**src/rtl/parcel_dispatch_pkg.sv**
```systemverilog
package parcel_dispatch_pkg;
    typedef enum logic {
        ST_PICK   = 1'b0,
        ST_STREAM = 1'b1
    } dsp_state_e;
endpackage

```
**src/rtl/ctx_pool.sv**
```systemverilog
module ctx_pool #(
    parameter int N_CTX = 20,
    localparam int CTX_W = $clog2(N_CTX)
) (
    input  logic             clk,
    input  logic             rst_n,
    input  logic             alloc_en,
    input  logic [CTX_W-1:0] alloc_ctx,
    input  logic             free_en,
    input  logic [CTX_W-1:0] free_ctx,
    output logic             has_free,
    output logic [CTX_W-1:0] low_ctx
);
    logic [N_CTX-1:0] busy;

    always_ff @(posedge clk) begin
        if (!rst_n) begin
            busy <= '0;
        end else begin
            for (int i = 0; i < N_CTX; i++) begin
                if (alloc_en && alloc_ctx == CTX_W'(i)) busy[i] <= 1'b1;
                else if (free_en && free_ctx == CTX_W'(i)) busy[i] <= 1'b0;
            end
        end
    end

    always_comb begin
        has_free = 1'b0;
        low_ctx  = '0;
        for (int i = N_CTX - 1; i >= 0; i--) begin
            if (!busy[i]) begin
                has_free = 1'b1;
                low_ctx  = CTX_W'(i);
            end
        end
    end

    // a context is only handed out while idle
    a_r4_alloc_idle: assert property (@(posedge clk) disable iff (!rst_n)
        alloc_en |-> !busy[alloc_ctx]);

    // a release targets a context that is in flight
    a_r9_free_busy: assert property (@(posedge clk) disable iff (!rst_n)
        free_en |-> busy[free_ctx]);
endmodule

```
**src/rtl/rr_pick.sv**
```systemverilog
module rr_pick #(
    parameter int N = 16,
    localparam int IDX_W = $clog2(N)
) (
    input  logic [N-1:0]     req,
    input  logic [IDX_W-1:0] ptr,
    output logic             any,
    output logic [IDX_W-1:0] gnt
);
    int idx;

    always_comb begin
        any = 1'b0;
        gnt = '0;
        idx = 0;
        for (int k = N - 1; k >= 0; k--) begin
            idx = int'(ptr) + k;
            if (idx >= N) idx = idx - N;
            if (req[idx]) begin
                any = 1'b1;
                gnt = IDX_W'(idx);
            end
        end
    end
endmodule

```
**src/rtl/parcel_dispatch.sv**
```systemverilog
module parcel_dispatch
    import parcel_dispatch_pkg::*;
#(
    parameter int N_ENG  = 16,
    parameter int N_CTX  = 20,
    parameter int BEAT_W = 64,
    localparam int ENG_W = $clog2(N_ENG),
    localparam int CTX_W = $clog2(N_CTX)
) (
    input  logic              clk,
    input  logic              rst_n,
    input  logic              in_valid,
    output logic              in_ready,
    input  logic [BEAT_W-1:0] in_data,
    input  logic              in_first,
    input  logic              in_last,
    output logic              disp_valid,
    input  logic              disp_ready,
    output logic [BEAT_W-1:0] disp_data,
    output logic              disp_first,
    output logic              disp_last,
    output logic [ENG_W-1:0]  disp_eng,
    output logic [CTX_W-1:0]  disp_ctx,
    input  logic              ret_valid,
    output logic              ret_ready,
    input  logic [BEAT_W-1:0] ret_data,
    input  logic              ret_first,
    input  logic              ret_last,
    input  logic [ENG_W-1:0]  ret_eng,
    input  logic [CTX_W-1:0]  ret_ctx,
    output logic              out_valid,
    input  logic              out_ready,
    output logic [BEAT_W-1:0] out_data,
    output logic              out_first,
    output logic              out_last,
    output logic [ENG_W-1:0]  out_eng,
    output logic [CTX_W-1:0]  out_ctx
);
    dsp_state_e             st, st_nx;
    logic [ENG_W-1:0]       rr_ptr;
    logic [ENG_W-1:0]       hold_eng;
    logic [CTX_W-1:0]       hold_ctx;
    logic [N_ENG-1:0]       pool_free;
    logic [CTX_W-1:0]       pool_low [N_ENG];
    logic                   any_free;
    logic [ENG_W-1:0]       pick_eng;
    logic                   beat_acc;
    logic                   start_acc;
    logic                   ret_done;

    rr_pick #(.N(N_ENG)) u_pick (
        .req (pool_free),
        .ptr (rr_ptr),
        .any (any_free),
        .gnt (pick_eng)
    );

    assign beat_acc  = in_valid && in_ready;
    assign start_acc = beat_acc && (st == ST_PICK);
    assign ret_done  = ret_valid && out_ready && ret_last;

    for (genvar e = 0; e < N_ENG; e++) begin : g_eng
        ctx_pool #(.N_CTX(N_CTX)) u_pool (
            .clk       (clk),
            .rst_n     (rst_n),
            .alloc_en  (start_acc && pick_eng == ENG_W'(e)),
            .alloc_ctx (pool_low[e]),
            .free_en   (ret_done && ret_eng == ENG_W'(e)),
            .free_ctx  (ret_ctx),
            .has_free  (pool_free[e]),
            .low_ctx   (pool_low[e])
        );
    end

    // state register
    always_ff @(posedge clk) begin
        if (!rst_n) begin
            st       <= ST_PICK;
            rr_ptr   <= '0;
            hold_eng <= '0;
            hold_ctx <= '0;
        end else begin
            st <= st_nx;
            if (start_acc) begin
                hold_eng <= pick_eng;
                hold_ctx <= pool_low[pick_eng];
                rr_ptr   <= (int'(pick_eng) == N_ENG - 1) ? '0 : pick_eng + 1'b1;
            end
        end
    end

    // next state and outputs
    always_comb begin
        st_nx      = st;
        in_ready   = 1'b0;
        disp_valid = 1'b0;
        disp_eng   = hold_eng;
        disp_ctx   = hold_ctx;
        unique case (st)
            ST_PICK: begin
                in_ready   = disp_ready && any_free;
                disp_valid = in_valid && any_free;
                disp_eng   = pick_eng;
                disp_ctx   = pool_low[pick_eng];
                if (in_valid && in_ready && !in_last) st_nx = ST_STREAM;
            end
            ST_STREAM: begin
                in_ready   = disp_ready;
                disp_valid = in_valid;
                if (in_valid && in_ready && in_last) st_nx = ST_PICK;
            end
        endcase
    end

    assign disp_data  = in_data;
    assign disp_first = in_first;
    assign disp_last  = in_last;

    assign out_valid  = ret_valid;
    assign ret_ready  = out_ready;
    assign out_data   = ret_data;
    assign out_first  = ret_first;
    assign out_last   = ret_last;
    assign out_eng    = ret_eng;
    assign out_ctx    = ret_ctx;

    // tag unchanged between beats of one parcel
    a_r5_tag_hold: assert property (@(posedge clk) disable iff (!rst_n)
        (disp_valid && disp_ready && !disp_last) |=>
            (disp_eng == $past(disp_eng) && disp_ctx == $past(disp_ctx)));

    // no start offered while every context is busy
    a_r6_full_stall: assert property (@(posedge clk) disable iff (!rst_n)
        (st == ST_PICK && pool_free == '0) |-> (!in_ready && !disp_valid));

    // a released engine has room in the next cycle
    a_r9_release: assert property (@(posedge clk) disable iff (!rst_n)
        ret_done |=> pool_free[$past(ret_eng)]);

    // no acceptance without downstream ready
    a_r7_ready: assert property (@(posedge clk) disable iff (!rst_n)
        !disp_ready |-> !in_ready);
endmodule

```
**config.mk**
```make
export PLATFORM = sky130hd
export DESIGN_NAME = parcel_dispatch
export DESIGN_NICKNAME = d
export VERILOG_FILES = /design/src/rtl/parcel_dispatch_pkg.sv /design/src/rtl/ctx_pool.sv /design/src/rtl/rr_pick.sv /design/src/rtl/parcel_dispatch.sv
export SDC_FILE = /design/constraint.sdc
export NUM_CORES = 1
export LEC_CHECK = 0
export ABC_AREA = 1
export BUFFER_PORTS_ARGS = -buffer_cell sky130_fd_sc_hd__buf_2
export CAP_MARGIN = 0
export CORE_ASPECT_RATIO = 0.6
export CORE_MARGIN = 5
export CORE_UTILIZATION = 50
export DETAILED_ROUTE_END_ITERATION = 12
export PLACE_DENSITY = 0.77
export REMOVE_ABC_BUFFERS = 1
export SYNTH_ARGS = -nofsm -noshare
export SYNTH_HDL_FRONTEND = slang
export SYNTH_HIERARCHICAL = 1
export SYNTH_SLANG_ARGS = --single-unit
```
**constraint.sdc**
```tcl
create_clock -name clk -period 4.8 [get_ports clk]
set_input_delay 0.24 -clock clk [delete_from_list [all_inputs] [get_ports clk]]
set_output_delay 0.24 -clock clk [all_outputs]
set_load 0.005 [all_outputs]
```
* Word-level counts from Yosys, hierarchy flattened
Cells that the tools add are included.
** Word-level totals
- Flip-flop bits (word level) :: 334
- Bits of input ports :: 147
- Output and inout bits :: 154
- Word-level logic and storage cells :: 3154
** Operators by class
- $add $sub $neg :: 32
- Order comparisons :: 33
- Eq/ne operators :: 354
- Multiplexer cells :: 1387
- Bitwise operators :: 2
- Reduce and logical (&&, ||, !) cells :: 1022
** Operator list (count)
- $mux W5 :: 323
- $mux W1 :: 1010
- $logic_and A1 B1 Y1 :: 682
- $eq A5 B4 Y1 const B :: 136
- $reduce_bool A2 Y1 :: 320
- $lt A32 B6 Y1 const B :: 16
- $mux W32 :: 16
- $ge A32 B6 Y1 const B :: 15
- $sub A32 B6 Y32 const B :: 15
- $eq A5 B3 Y1 const B :: 68
- $eq A5 B5 Y1 const B :: 68
- $eq A5 B2 Y1 const B :: 34
- $eq A5 B1 Y1 const B :: 17
- $logic_not A5 Y1 :: 17
- $mux W4 :: 18
- $bmux W1 S4 :: 16
- $eq A4 B4 Y1 const B :: 16
- $add A4 B4 Y5 const B :: 8
- $eq A4 B3 Y1 const B :: 8
- $add A4 B3 Y5 const B :: 4
- $bmux W5 S4 :: 1
- $eq A4 B2 Y1 const B :: 4
- $eq A4 B1 Y1 const B :: 3
- $add A4 B2 Y5 const B :: 2
- 10 further kinds :: 13

* Depth between registers and ports, before layout
- Depth after elaboration :: 46
- Gate-level depth with buffers :: 39

* Cells and area by module
The synthesis kept the hierarchy.
** Modules (own cells, without submodules)
- ctx_pool :: times used 16, cells each 205, area an instance 1144.8 µm², sequential area each 400.4 µm²
- parcel_dispatch :: times used 1, cells each 558, area an instance 3168.0 µm², sequential area each 280.3 µm²
- rr_pick :: times used 1, cells each 365, area an instance 1707.9 µm², sequential area each 0.0 µm²

* Worst setup path before layout
Ideal clock, no wire load.
- Kind :: register to register
- Start point :: register rr_ptr[0]
- End point :: register g_eng[10].u_pool.busy[10]
- Library setup time :: 70 ps
- Arrival time :: 3978 ps
- Required time :: 4730 ps
- Path slack :: 752 ps
- Cell stages (with the launch flop) :: 40
- Path buffers :: 5
- Clock period less this slack :: 4048 ps
- Cells stage by stage :: dfxtp_1 -> inv_2 -> buf_6 -> clkbuf_1 -> ha_1 -> inv_1 -> buf_2 -> nand3_1 -> nand3_1 -> nand2_1 -> nand2_1 -> nand2_2 -> inv_2 -> o21ai_1 -> nand2_1 -> nand2_1 -> nand2_1 -> nand2_1 -> (+4 left out) -> nand2_1 -> nand2_1 -> nand2_1 -> nand2_1 -> nand2_1 -> a21oi_1 -> buf_6 -> inv_8 -> buf_6 -> ha_1 -> nand2_1 -> nor2_1 -> inv_1 -> nor2_1 -> inv_1 -> nor2_1 -> nand2_1 -> a21oi_1
** On the way
- Elaborated cells on any way between the ends :: 152
** RTL lines
- start: declaration :: RTL line parcel_dispatch.sv:40 : logic [ENG_W-1:0] rr_ptr;
- start signal: assignment :: RTL line parcel_dispatch.sv:87 : rr_ptr <= (int'(pick_eng) == N_ENG - 1) ? '0 : pick_eng + 1'b1;
- $add A4 B4 Y5 :: RTL line rr_pick.sv:17 : idx = int'(ptr) + k;
- $sub A32 B6 Y32 or $ge A32 B6 Y1 (tied branches) :: RTL line rr_pick.sv:18 : if (idx >= N) idx = idx - N;
- $mux W32 :: RTL line rr_pick.sv:18
- $bmux W1 S4 :: RTL line rr_pick.sv:19 : if (req[idx]) begin
- $mux W1 (not written as such) (2 in a row) :: RTL line rr_pick.sv:19
- $mux W4 (15 in a row) :: RTL line rr_pick.sv:19
- $mux W4 (*) :: RTL line rr_pick.sv:19
- net pick_eng[0] :: RTL line parcel_dispatch.sv:46 : logic [ENG_W-1:0] pick_eng;
- $eq A4 B4 Y1 (*) :: RTL line parcel_dispatch.sv:66 : .alloc_en (start_acc && pick_eng == ENG_W'(e)),
- $logic_and A1 B1 Y1 (*) :: RTL line parcel_dispatch.sv:66
- $logic_and A1 B1 Y1 (*) :: RTL line ctx_pool.sv:21 : if (alloc_en && alloc_ctx == CTX_W'(i)) busy[i] <= 1'b1;
- $mux W1 or $reduce_bool A2 Y1 (tied branches)
- end signal: assignment :: RTL line ctx_pool.sv:18 : busy <= '0;
- end signal: indexed assignment :: RTL line ctx_pool.sv:21
- end signal: indexed assignment :: RTL line ctx_pool.sv:22 : else if (free_en && free_ctx == CTX_W'(i)) busy[i] <= 1'b0;
- end: declaration :: RTL line ctx_pool.sv:14 : logic [N_CTX-1:0] busy;
The timed path passes the listed nets; every way through them passes the cells marked *. The select of a mux whose other input is x is not followed.
A chain may end at the register's enable or synchronous reset.

* Worst setup path in the final report
- Start point :: register g_eng[0].u_pool.busy[14]
- End point :: output disp_ctx[0]
** On the way
- Longest elaborated chain between the ends :: 39
- Elaborated cells on any way between the ends :: 99
** Ends and longest elaborated chain
- start: declaration :: RTL line ctx_pool.sv:14
- start signal: assignment :: RTL line ctx_pool.sv:18
- start signal: indexed assignment :: RTL line ctx_pool.sv:21
- start signal: indexed assignment :: RTL line ctx_pool.sv:22
- $mux W1 (*) (15 in a row) :: RTL line ctx_pool.sv:31 : if (!busy[i]) begin
- net pool_free[0] :: RTL line parcel_dispatch.sv:43 : logic [N_ENG-1:0] pool_free;
- $bmux W1 S4 :: RTL line rr_pick.sv:19
- $mux W1 (not written as such) (2 in a row) :: RTL line rr_pick.sv:19
- $mux W4 (15 in a row) :: RTL line rr_pick.sv:19
- $mux W4 (*) :: RTL line rr_pick.sv:19
- net pick_eng[0] :: RTL line parcel_dispatch.sv:46
- $not A4 Y5 (not written as such) (*) :: RTL line parcel_dispatch.sv:104 : disp_ctx = pool_low[pick_eng];
- $bmux W5 S4 (*) :: RTL line parcel_dispatch.sv:104
- $mux W5 (not written as such) (*) (2 in a row) :: RTL line parcel_dispatch.sv:104
- $mux W5 (*) :: RTL line parcel_dispatch.sv:99 : unique case (st)
- end: declaration :: RTL line parcel_dispatch.sv:23 : output logic [CTX_W-1:0] disp_ctx,
Marked as above.

==> run_results.csv <==
group,metric,value,unit
place,hpwl,61400,um
timing,setup_violations,0,
critical_path,r2r_slack,0.21,ns
timing,min_period,4.71,ns
synthesis,synthAdderAreaFrac,0.593,%
timing,hold_viol,0,
die,fp.dieArea,50900,sq um
power,irDropWorstVdd,0.000258,V
critical_path,path_max_fanout,7,
clock_tree,cts-root-buf,"clkbuf_16",
synthesis,ys.flop_type,"dfxtp_1",
synthesis,synth-xor-area-share,0.442,%
finish,area_growth,9.32,%
critical_path,slowest_delay,0.39,ns
critical_path,cp.arrival,4.47,ns
die,initial_core_util,50.3,%
synthesis,ys_top_cells_by_area,"nand2_1, dfxtp_1, a21oi_1",
global_route,grt_pass1_vias,22036,
timing,finalCritPeriodShare,98.1,%
die,coreArea,46100,sq um
run,drv_cap,0,
synthesis,synth_area_per_cell,5.52,sq um
global_route,grt.total_usage,30.7,%
timing,tightest_slew,0.987,ns
synthesis,yosysTopAreaCellShare,30.8,%
synthesis,synth_top_family_by_area,"simple AND/OR/NAND/NOR gates",
synthesis,muxShareOfSynthArea,0,%
synthesis,synth-simple-area-share,45.1,%
die,die_h,177,um
critical_path,cp-end-kind,"output pin",
global_route,grt_pass1_wl,125000,um
synthesis,yosysMostFrequentCell,"nand2_1",
outcome,status,"finished, final reports clean",
clock_tree,clk_latency,0.56,ns
die,die_w,288,um
place,portBuffers,40,
finish,postLayoutCellArea,25400,sq um
finish,drive_gt1_share,9.55,%
finish,nets,4314,
min_path,min_path_type,"in -> reg",
clock_tree,cts_made_buffers,35,
critical_path,cpMostUsedCell,"nand2_1",
timing,max_freq,0.212,GHz
synthesis,synth_commonest_cells,"nand2_1, nor2_1, inv_1",
clock_tree,cts_buffer_depth,3,
timing,rsz0062_at_grt,"true",
critical_path,worst-setup-path-type,"reg -> out",
synthesis,synth_cell_type_count,35,
synthesis,synth-compound-area-share,11.1,%
synthesis,ys_ff_latch,334,
synthesis,ys_seq_area_share,28.8,%
place,routabilityCongestion,1.02,
timing,hold_slack,0.0739,ns
critical_path,critPathSlowestCell,"dfxtp_1",
synthesis,synth_edf_count,0,
route,first_pass_iters,6,
route,post_drt_wl_per_cell,17.4,um
route,drcViolationCount,0,
die,std_cell_rows,61,
route,drtAntennaViolNets,0,
global_route,grt_max_degree,50,
power,power,7.04,mW
synthesis,synthArstFlopShare,0,%
global_route,grt_overflow,0,
die,boundaryPins,301,
clock_tree,htreeDepth,2,
timing,fin_skew,0.0393,ns
power,power_density,278,nW/um^2
clock_tree,cts_tree,"done",
finish,diodes,0,
synthesis,yosysTopAreaCell,"nand2_1",
clock_tree,clk_pin_slew_worst_paths,0.06,ns
route,via_count,26304,
route,drt_iter0_markers,3686,
route,via_per_inst,5.47,
clock_tree,cts.sinks,334,
finish,post-route-util,55.0,%
power,p_leak,9.44,nW
place,dpl-instance-area,23100,sq um
global_route,antenna_found_initial,2,
synthesis,synthCells,4203,
timing,slew_viol_final,0,
timing,slew_headroom,34.1,%
critical_path,start_kind,"flop",
timing,tns,0,ns
critical_path,cp.required,4.56,ns
synthesis,ys_warn_count,6,
route,wirelength,83800,um
synthesis,netlist_area,23200,sq um
[kinds of logic after synthesis]
kind of cell	count (synthesis)
flip-flops	334
AND/OR/NAND/NOR	2676
XOR/XNOR	10
buffers and inverters	683
adder cells (fa/ha/maj)	11
AO/OA/AOI/OAI	489
[metrics by stage]
stage | std cells | setup slack [ns]
2_1_floorplan | 4000 | -1.34
3_3_place_gp | 4716 | 0.130
3_5_place_dp | 4716 | 0.101
4_1_cts | 4783 | 0.0274
5_1_grt | 4810 | -0.174
6_report | 4810 | 0.0911
[final timing paths]
check | end | start | cells after the start
max | disp_ctx[0] | g_eng[0].u_pool/busy[14] | 35
min | st | in_last | 3
max reg2reg | g_eng[10].u_pool/busy[8] | g_eng[5].u_pool/busy[15] | 27
min reg2reg | g_eng[9].u_pool/busy[4] | g_eng[9].u_pool/busy[4] | 2
[cell type report]
| cell class | count | area (sq um) |
|---|---|---|
| clock buffer | 53 | 1050 |
| clock inverter | 8 | 138 |
| fill | 4659 | 20700 |
| inverter | 480 | 1830 |
| multi-input combinational | 3186 | 13900 |
| sequential | 334 | 6720 |
| tap | 630 | 788 |
| timing repair buffer | 116 | 865 |
| timing repair inverter | 3 | 27.5 |
[worst max-delay path, delay by kind of cell (launching register included)]
| kind | cells | cell delay [ns] |
|---|---|---|
| simple gates | 27 | 2.32 |
| buf+inv | 5 | 0.75 |
| compound gates | 3 | 0.45 |
| flops | 1 | 0.39 |
[per-layer routing]
metal	vias to the layer above	share of wire (%)	GRT usage, %
met3	189	16	14.3
met4	18	2.4	6.14
met5	-	0.50	7.02
li1	12737	-	-
met1	11638	46	46.7
met2	1722	35	38.0
[repair_timing]
action                                  CTS  global route
endpoints found under the hold margin     0             0
buffers inserted                          6            22
pin swaps                                 1            48
hold buffers                              0             0
resized for setup                        18           183
gates cloned                              1             5
endpoints found under the setup margin    5           217
[layout by cell type, fill, tap and decap left out, drive strengths merged, types with 6 or more instances in the layout]
master / synthesis / layout
ha: 11 / 11
nand3: 144 / 144
nor2: 525 / 525
nor3: 35 / 35
clkinv: 0 / 6
a31oi: 17 / 17
buf: 169 / 114
inv: 480 / 480
o21ai: 50 / 50
nand2: 1915 / 1915
clkbuf: 34 / 55
xor2: 7 / 7
a21oi: 416 / 416
nand4: 34 / 34
or2: 19 / 19
dfxtp: 334 / 334
[registers in the layout, indices dropped and copies added, names as in the netlist]
register           cells
g_eng.u_pool/busy    320
hold_ctx               5
hold_eng               4
rr_ptr                 4
st                     1
[report_power, final]
part           switching (mW)  internal (mW)  total (mW)
sequential             0.0130           2.78        2.79
clock                    1.19           1.68        2.87
combinational           0.947          0.429        1.38
(Power assumes the default switching activity.)
